--- src/rtl/excCommitPkg.sv ---
package excCommitPkg;
  localparam int CAUSE_W = 4;
  localparam logic [CAUSE_W-1:0] CAUSE_NONE  = 4'd0;
  localparam logic [CAUSE_W-1:0] CAUSE_PAGE  = 4'd1;
  localparam logic [CAUSE_W-1:0] CAUSE_ALIGN = 4'd2;
  localparam logic [CAUSE_W-1:0] CAUSE_PROT  = 4'd3;
  localparam logic [CAUSE_W-1:0] CAUSE_ILL   = 4'd4;
  localparam logic [CAUSE_W-1:0] CAUSE_ARITH = 4'd5;

  // strobes from control to datapath
  typedef struct packed {
    logic loadId;
    logic loadEx;
    logic loadMem;
    logic commitOk;
    logic take;
    logic resumeAfter;
  } ctrlStrobes_t;
endpackage

--- src/rtl/excCommitControl.sv ---
module excCommitControl
  import excCommitPkg::*;
(
  input  logic                clk,
  input  logic                rstN,
  input  logic                ifValid,
  input  logic                idValid,
  input  logic                exValid,
  input  logic                memValid,
  input  logic                idHas,
  input  logic                exHas,
  input  logic                memHas,
  input  logic [CAUSE_W-1:0]  memEff,
  input  logic                trapValid,
  output ctrlStrobes_t        strobes,
  output logic                flush
);
  logic olderPending;

  // any valid older instruction carrying a cause blocks entries behind it
  assign olderPending = idHas || exHas || memHas;

  always_comb begin
    strobes.loadId      = ifValid && !olderPending && !trapValid;
    strobes.loadEx      = idValid && !exHas && !memHas;
    strobes.loadMem     = exValid && !memHas;
    strobes.commitOk    = memValid && !memHas;
    strobes.take        = memHas;
    strobes.resumeAfter = (memEff == CAUSE_ARITH);
  end

  assign flush = memHas;

  // a flush at commit is followed by the trap pulse
  assert_trap_follows_R5: assert property (@(posedge clk) disable iff (!rstN)
    flush |=> trapValid);
endmodule

--- src/rtl/excCommitDatapath.sv ---
module excCommitDatapath
  import excCommitPkg::*;
#(
  parameter int PC_W  = 32,
  parameter int SAVED = 3
) (
  input  logic                clk,
  input  logic                rstN,
  input  logic                ifValid,
  input  logic [PC_W-1:0]     ifPc,
  input  logic [CAUSE_W-1:0]  ifCause,
  input  logic [CAUSE_W-1:0]  idCause,
  input  logic [CAUSE_W-1:0]  exCause,
  input  logic [CAUSE_W-1:0]  memCause,
  input  logic                rfWeReq,
  input  logic                memWeReq,
  input  ctrlStrobes_t        strobes,
  output logic                idValid,
  output logic                exValid,
  output logic                memValid,
  output logic                idHas,
  output logic                exHas,
  output logic                memHas,
  output logic [CAUSE_W-1:0]  memEff,
  output logic                memWe,
  output logic                rfWe,
  output logic                trapValid,
  output logic [CAUSE_W-1:0]  trapCause,
  output logic [SAVED*PC_W-1:0] trapPcs
);
  localparam int ORDER_N = SAVED + 1;

  typedef struct packed {
    logic               valid;
    logic [CAUSE_W-1:0] cause;
    logic [PC_W-1:0]    pc;
  } stage_t;

  stage_t idQ, exQ, memQ;
  logic [CAUSE_W-1:0] idEff, exEff;
  logic [PC_W-1:0] orderPc [ORDER_N];

  // the cause flagged earliest wins
  assign idEff  = (idQ.cause  != CAUSE_NONE) ? idQ.cause  : idCause;
  assign exEff  = (exQ.cause  != CAUSE_NONE) ? exQ.cause  : exCause;
  assign memEff = (memQ.cause != CAUSE_NONE) ? memQ.cause : memCause;

  assign idValid  = idQ.valid;
  assign exValid  = exQ.valid;
  assign memValid = memQ.valid;
  assign idHas    = idQ.valid  && (idEff  != CAUSE_NONE);
  assign exHas    = exQ.valid  && (exEff  != CAUSE_NONE);
  assign memHas   = memQ.valid && (memEff != CAUSE_NONE);

  assign memWe = strobes.commitOk && memWeReq;

  always_ff @(posedge clk) begin
    if (!rstN) begin
      idQ       <= '0;
      exQ       <= '0;
      memQ      <= '0;
      rfWe      <= 1'b0;
      trapValid <= 1'b0;
      trapCause <= CAUSE_NONE;
    end else begin
      idQ       <= '{valid: strobes.loadId,  cause: ifCause, pc: ifPc};
      exQ       <= '{valid: strobes.loadEx,  cause: idEff,   pc: idQ.pc};
      memQ      <= '{valid: strobes.loadMem, cause: exEff,   pc: exQ.pc};
      rfWe      <= strobes.commitOk && rfWeReq;
      trapValid <= strobes.take;
      if (strobes.take) trapCause <= memEff;
    end
  end

  // fetch-order PCs as seen from the commit point
  always_comb begin
    for (int i = 0; i < ORDER_N; i++) orderPc[i] = '0;
    orderPc[0] = memQ.pc;
    if (ORDER_N > 1) orderPc[1] = exQ.pc;
    if (ORDER_N > 2) orderPc[2] = idQ.pc;
    if (ORDER_N > 3) orderPc[3] = ifPc;
  end

  for (genvar s = 0; s < SAVED; s++) begin : gSave
    always_ff @(posedge clk) begin
      if (!rstN) trapPcs[s*PC_W +: PC_W] <= '0;
      else if (strobes.take)
        trapPcs[s*PC_W +: PC_W] <= strobes.resumeAfter ? orderPc[s+1] : orderPc[s];
    end
  end

  // trap is a single-cycle pulse
  assert_trap_pulse_R5: assert property (@(posedge clk) disable iff (!rstN)
    trapValid |=> !trapValid);
  // taking a trap empties every younger stage
  assert_kill_younger_R6: assert property (@(posedge clk) disable iff (!rstN)
    strobes.take |=> (!idQ.valid && !exQ.valid && !memQ.valid));
  // the instruction fetched during the pulse is dropped
  assert_pulse_fetch_dead_R6: assert property (@(posedge clk) disable iff (!rstN)
    trapValid |=> !idQ.valid);
  // no memory write from an excepting instruction
  assert_no_mem_write_R4: assert property (@(posedge clk) disable iff (!rstN)
    memWe |-> !memHas);
  // register write and trap never come from the same commit
  assert_no_rf_on_trap_R4: assert property (@(posedge clk) disable iff (!rstN)
    !(rfWe && trapValid));
endmodule

--- src/rtl/excCommitTracker.sv ---
module excCommitTracker
  import excCommitPkg::*;
#(
  parameter int PC_W        = 32,
  parameter int DELAY_SLOTS = 2,
  localparam int SAVED      = DELAY_SLOTS + 1
) (
  input  logic                  clk,
  input  logic                  rstN,
  input  logic                  ifValid,
  input  logic [PC_W-1:0]       ifPc,
  input  logic [3:0]            ifCause,
  input  logic [3:0]            idCause,
  input  logic [3:0]            exCause,
  input  logic [3:0]            memCause,
  input  logic                  rfWeReq,
  input  logic                  memWeReq,
  output logic                  memWe,
  output logic                  rfWe,
  output logic                  flush,
  output logic                  trapValid,
  output logic [3:0]            trapCause,
  output logic [SAVED*PC_W-1:0] trapPcs
);
  ctrlStrobes_t strobes;
  logic idValid, exValid, memValid, idHas, exHas, memHas;
  logic [CAUSE_W-1:0] memEff;

  excCommitDatapath #(.PC_W(PC_W), .SAVED(SAVED)) datapath_i (
    .clk(clk), .rstN(rstN), .ifValid(ifValid), .ifPc(ifPc),
    .ifCause(ifCause), .idCause(idCause), .exCause(exCause), .memCause(memCause),
    .rfWeReq(rfWeReq), .memWeReq(memWeReq), .strobes(strobes),
    .idValid(idValid), .exValid(exValid), .memValid(memValid),
    .idHas(idHas), .exHas(exHas), .memHas(memHas), .memEff(memEff),
    .memWe(memWe), .rfWe(rfWe), .trapValid(trapValid),
    .trapCause(trapCause), .trapPcs(trapPcs)
  );

  excCommitControl control_i (
    .clk(clk), .rstN(rstN), .ifValid(ifValid),
    .idValid(idValid), .exValid(exValid), .memValid(memValid),
    .idHas(idHas), .exHas(exHas), .memHas(memHas), .memEff(memEff),
    .trapValid(trapValid), .strobes(strobes), .flush(flush)
  );
endmodule

--- config.mk ---
export PLATFORM = sky130hd
export DESIGN_NAME = excCommitTracker
export DESIGN_NICKNAME = d
export VERILOG_FILES = /design/src/rtl/excCommitPkg.sv /design/src/rtl/excCommitControl.sv /design/src/rtl/excCommitDatapath.sv /design/src/rtl/excCommitTracker.sv
export SDC_FILE = /design/constraint.sdc
export NUM_CORES = 1
export LEC_CHECK = 0
export ABC_AREA = 1
export ABC_CLOCK_PERIOD_IN_PS = 1900
export BUFFER_PORTS_ARGS = -buffer_cell sky130_fd_sc_hd__buf_4
export CAP_MARGIN = 20
export CELL_PAD_IN_SITES_DETAIL_PLACEMENT = 0
export CELL_PAD_IN_SITES_GLOBAL_PLACEMENT = 1
export CORE_MARGIN = 3
export CORE_UTILIZATION = 41
export CTS_BUF_LIST = sky130_fd_sc_hd__clkbuf_8
export DETAILED_ROUTE_END_ITERATION = 7
export PLACE_DENSITY_LB_ADDON = 0.25
export SETUP_SLACK_MARGIN = 0.02
export SYNTH_ARGS = -nofsm -noshare
export SYNTH_HDL_FRONTEND = slang
export SYNTH_SLANG_ARGS = --single-unit
--- constraint.sdc ---
create_clock -name clk -period 1.9 [get_ports clk]
set_input_delay 0.095 -clock clk [delete_from_list [all_inputs] [get_ports clk]]
set_output_delay 0.095 -clock clk [all_outputs]
set_load 0.01 [all_outputs]
# ---- Word-level counts from Yosys, hierarchy flattened
# Index checks and enable logic that the tools add are counted.
dict set report word_totals {
  reg_bits 213
  output_inout_bits 104
  latch_bits 0
  memories 0
  romBits 0
  mem_bits_rw 0
  wordCells 45
}
dict set report op_classes {
  n_eq_ne 1
  div 0
  addsub 0
  n_mul 0
  n_bitwise 0
  n_lt_le_gt_ge 0
  mux 6
  reduce_logical 23
  n_shift 0
}
# cell count
set ops {}
lappend ops {{two-way mux 32 bit} 3}
lappend ops {{nonzero test 4 bit} 6}
lappend ops {{two-way mux 4 bit} 3}
lappend ops {{logical AND 1 bit} 11}
lappend ops {{== test 4 x 3 -> 1 bit (second input constant)} 1}
lappend ops {{logical NOT 1 bit} 4}
lappend ops {{logical OR 1 bit} 2}

# ---- Depth between registers and ports, before layout
dict set report depth {
  word_depth 9
  mapped_depth 11
}

# ---- Cells and area by module
# A second synthesis with hierarchy kept.
dict set report hier_totals {
  hier_cells 970
  hier_area_um2 7758.7
}
# mod cells_each area_each_um2 n_inst
set modules_own_cells {}
lappend modules_own_cells {excCommitDatapath 955 7687.4 1}
lappend modules_own_cells {excCommitControl 15 71.3 1}

# ---- Worst setup path after synthesis
# OpenSTA, ideal clock, no wires.
dict set report synth_path {
  path_type {reg-to-output}
  startpoint {reg datapath_i.memQ[34] in the netlist's numbering}
  endpoint {out memWe}
  n_path_buf 2
  path_stages_with_launch 9
  path_slack_ns 0.316
  t_arrival_ns 1.489
  path_cell_list {dfxtp_1 > nor2_2 > nand3_1 > nand2_1 > nor2_4 > nand2_4 > buf_4 > buf_2 > nor3b_1}
}
dict set report synth_between {
  elab_chain_cells 7
}
# item line_no
set synth_rtl {}
lappend synth_rtl {{from (decl)} excCommitDatapath.sv:39} ;# stage_t idQ, exQ, memQ;
lappend synth_rtl {{from (signal assigned)} excCommitDatapath.sv:68} ;# memQ <= '{valid: strobes.loadMem, cause: exEff, pc: exQ.pc};
lappend synth_rtl {{nonzero test 4 bit} excCommitDatapath.sv:46} ;# assign memEff = (memQ.cause != CAUSE_NONE) ? memQ.cause : memCause;
lappend synth_rtl {{two-way mux 4 bit *} excCommitDatapath.sv:46}
lappend synth_rtl {{nonzero test 4 bit *} excCommitDatapath.sv:53} ;# assign memHas = memQ.valid && (memEff != CAUSE_NONE);
lappend synth_rtl {{logical AND 1 bit *} excCommitDatapath.sv:53}
lappend synth_rtl {{logical NOT 1 bit *} excCommitControl.sv:27} ;# strobes.commitOk = memValid && !memHas;
lappend synth_rtl {{logical AND 1 bit *} excCommitControl.sv:27}
lappend synth_rtl {{logical AND 1 bit *} excCommitDatapath.sv:55} ;# assign memWe = strobes.commitOk && memWeReq;
lappend synth_rtl {{to (decl)} excCommitTracker.sv:18} ;# output logic memWe,
# Every way passes the cells marked *; elsewhere a longest branch is shown, timed or not.

# ---- Worst setup path in the final report
dict set report layout_path {
  startpoint {reg datapath_i.memQ[34] in the netlist's numbering}
  endpoint {out flush}
}
dict set report layout_between {
  elab_chain_cells 4
}
# item line_no
set layout_rtl {}
lappend layout_rtl {{nonzero test 4 bit} excCommitDatapath.sv:46}
lappend layout_rtl {{two-way mux 4 bit *} excCommitDatapath.sv:46}
lappend layout_rtl {{nonzero test 4 bit *} excCommitDatapath.sv:53}
lappend layout_rtl {{logical AND 1 bit *} excCommitDatapath.sv:53}
lappend layout_rtl {{to (decl)} excCommitTracker.sv:20} ;# output logic flush,
# Marks and branches as above.

==> impl_metrics.json <==
{
  "synth-xor-area-share_pct": 0,
  "cap_violations": 0,
  "slew_viol_final": 0,
  "antenna_found_initial": 0,
  "fin_nets": 1716,
  "whs_path_depth": 5,
  "synthAdderAreaFrac_pct": 0,
  "grt_max_degree": 84,
  "wl_mm": 25.26,
  "worst_pin_slew_ns": 0.3994,
  "required_ns": 1.80,
  "ir_drop_v": 0.0004116,
  "cp_max_fo": 6,
  "clock_latency_ns": 0.53,
  "synthToLayoutAreaGrowth_pct": 33.15,
  "fillers": 2201,
  "met3_usage_pct": 3.374,
  "yosysUniqueCellTypes": 22,
  "r2r_start": "datapath_i.memQ[34]",
  "cts_buffers": 37,
  "power_density_nw_per_um2": 842.6,
  "dp_hpwl_mm": 15.00,
  "clk_pin_slew_ns": 0.06,
  "crit_chain": "nor2_4 > nand3_2 > nand2_4 > nor2_4 > nand2_4 > nand2_4 > buf_12 > inv_6 > buf_6",
  "placed_cells": 1827,
  "reg2reg_depth": 11,
  "r2r-end": "datapath_i.trapPcs[20]",
  "fin_ws_ns": 0.06059,
  "hold_class": "in2reg",
  "synth-simple-area-share_pct": 36.48,
  "max_freq_mhz": 543.7,
  "place_congestion": 0.7492,
  "synth_mux_area_share_pct": 0,
  "netlist_area_um2": 9315,
  "core_area_um2": 22090,
  "dr.first_iter.drc_count": 493,
  "io_pins": 157,
  "drc_errors": 0,
  "path_class": "reg2out",
  "grt_overflow": 0,
  "yosysSeqAreaShare_pct": 45.78,
  "synth_top_family_by_area": "simple AND/OR/NAND/NOR gates",
  "use_met1_pct": 29.57,
  "cts.path.max_buffers": 3,
  "port_buffers": 156,
  "endpoint_kind": "primary output",
  "final_common_cell": "inv_1",
  "synth_seq_cells": 213,
  "mostFrequentLayoutCells": "inv_1, nand2_1, nor2_1, dfxtp_1, nand3_1",
  "grt_pass1_wl_mm": 40.21,
  "dieArea_um2": 24560,
  "slowest_stage": "dfxtp_2",
  "synth_cells": 1454,
  "first_pass_iters": 5,
  "status": "finished clean",
  "crit_top_cell": "nand2_4",
  "p_leak_nw": 6.633,
  "n_antenna_cell": 0,
  "grt_setup_unrepaired": "true",
  "via_per_inst": 4.387,
  "p_total_mw": 10.45,
  "cpPeakStageDelay_ns": 0.33,
  "cts_tree": "built",
  "fin_crit_sh_pct": 96.81,
  "die_w_um": 156.7,
  "hp-start": "memCause[2]",
  "multi_input_area_um2": 3545,
  "first_global_vias": 7871,
  "slew_headroom_pct": 73.37,
  "finalHoldViolCount": 0,
  "min_to": "datapath_i.trapCause[2]",
  "via_count": 8646,
  "synth-compound-area-share_pct": 0.7522,
  "period_minus_slack_ns": 1.839,
  "root_buffer": "clkbuf_8",
  "start_util_pct": 42.16,
  "row_count": 54,
  "synth_nets": 1507,
  "use_met2_pct": 30.36,
  "yosysWarnings": 0,
  "setup_violations": 0,
  "register_area_um2": 4273,
  "routedWlPerCell_um": 12.82,
  "post-place-ws_ns": 0.1283,
  "htree_levels": 2,
  "arrival_ns": 1.74,
  "fin_cells": 1971,
  "drive_above_1_share_pct": 16.09,
  "fin_skew_ns": 0.02040,
  "syn_area_per_cell_um2": 6.407,
  "cts_sinks": 213,
  "r2r_slack_ns": 0.12,
  "die_h_um": 156.7,
  "top_usage_layer": "met2",
  "startpoint_type": "flop",
  "antenna_left": 0,
  "track_usage_pct": 20.10
}
cell usage after synthesis:
cell type | instances | area share, %
inv_1 | 315 | 13
nor2_4 | 1 | 0.12
nand2_4 | 1 | 0.12
nor3b_1 | 2 | 0.16
clkinv_1 | 1 | 0.040
nand3_1 | 202 | 11
nand2_1 | 312 | 13
o21bai_1 | 4 | 0.32
buf_4 | 4 | 0.32
dfxtp_1 | 213 | 46
a21oi_1 | 5 | 0.27
nor3_2 | 1 | 0.11
nor2_2 | 2 | 0.13
nor2_1 | 305 | 12
o21ai_0 | 2 | 0.11
clkbuf_1 | 38 | 1.5
buf_6 | 4 | 0.48
o21ai_1 | 1 | 0.054
buf_1 | 13 | 0.52
nand2_2 | 1 | 0.067
nor3_1 | 1 | 0.054
buf_2 | 26 | 1.4
sequential cells by signal, summed over array words and instances (netlist names):
register and cells:
datapath_i.memQ 36, datapath_i.rfWe 1, datapath_i.exValid 1, datapath_i.trapPcs 96
datapath_i.idQ 36, datapath_i.memValid 1, datapath_i.exQ 36, datapath_i.idValid 1
datapath_i.trapValid 1, datapath_i.trapCause 4
how the worst max path moves through the flow:
stage                                         to                start  cells past startpoint
after floorplan                            memWe  datapath_i.memQ[34]                      8
after global placement     datapath_i.trapPcs[8]  datapath_i.memQ[34]                     10
after detailed placement  datapath_i.trapPcs[11]  datapath_i.memQ[34]                     10
after CTS                                  flush  datapath_i.memQ[35]                      9
after global routing                       flush  datapath_i.memQ[34]                      9
final                                      flush  datapath_i.memQ[34]                      9
area by class of cell:
cell class	instances	share of cell area (%)
Inverter	316	9.604
Sequential cell	213	34.45
Multi-Input combinational cell	840	28.58
Clock inverter	20	0.6759
Tap cell	280	2.825
Timing Repair Buffer	255	18.65
Clock buffer	47	5.215
metrics by stage:
stage,area [µm²],TNS (ns),hold slack [ns],util [%]
after floorplan,9315,0,0.1885,-
after global placement,10800,0,0.2758,48.88
after detailed placement,10800,0,0.2805,48.88
after CTS,12200,-0.001569,0.01566,55.20
after global routing,12400,-0.06827,0.08484,56.14
final,12400,0,0.04742,56.14
repair_timing:
| action | in CTS | in global routing |
|---|---|---|
| endpoints found under the hold margin | 80 | 0 |
| buffers inserted | 5 | 12 |
| setup endpoints to repair | 2 | 27 |
| gates cloned | 0 | 1 |
| hold buffers | 59 | 0 |
| pin swaps | 5 | 12 |
| gates resized for setup | 12 | 19 |
cell families after synthesis:
| kind of cell | Yosys count |
|---|---|
| simple gates | 828 |
| buf+inv | 401 |
| compound gates | 12 |
| flops | 213 |
worst max-delay path, delay by kind of cell, from the launching register on:
family | cells | cell delay (ns)
simple gates | 6 | 0.62
buf+inv | 3 | 0.28
flops | 1 | 0.33
metal layers:
metal | routed length [µm] | up-vias
met5 | 0 | -
met4 | 369 | 0
met3 | 1293 | 27
met2 | 11030 | 216
met1 | 12580 | 3764
li1 | - | 4639
where the power goes:
part | switching (mW) | leakage (nW) | internal [mW]
Combinational | 0.916 | 4.46 | 0.654
Clock | 1.88 | 0.434 | 2.22
Sequential | 0.130 | 1.74 | 4.65
Total | 2.92 | 6.63 | 7.53
Note: power is estimated with default switching activity, not from simulation.
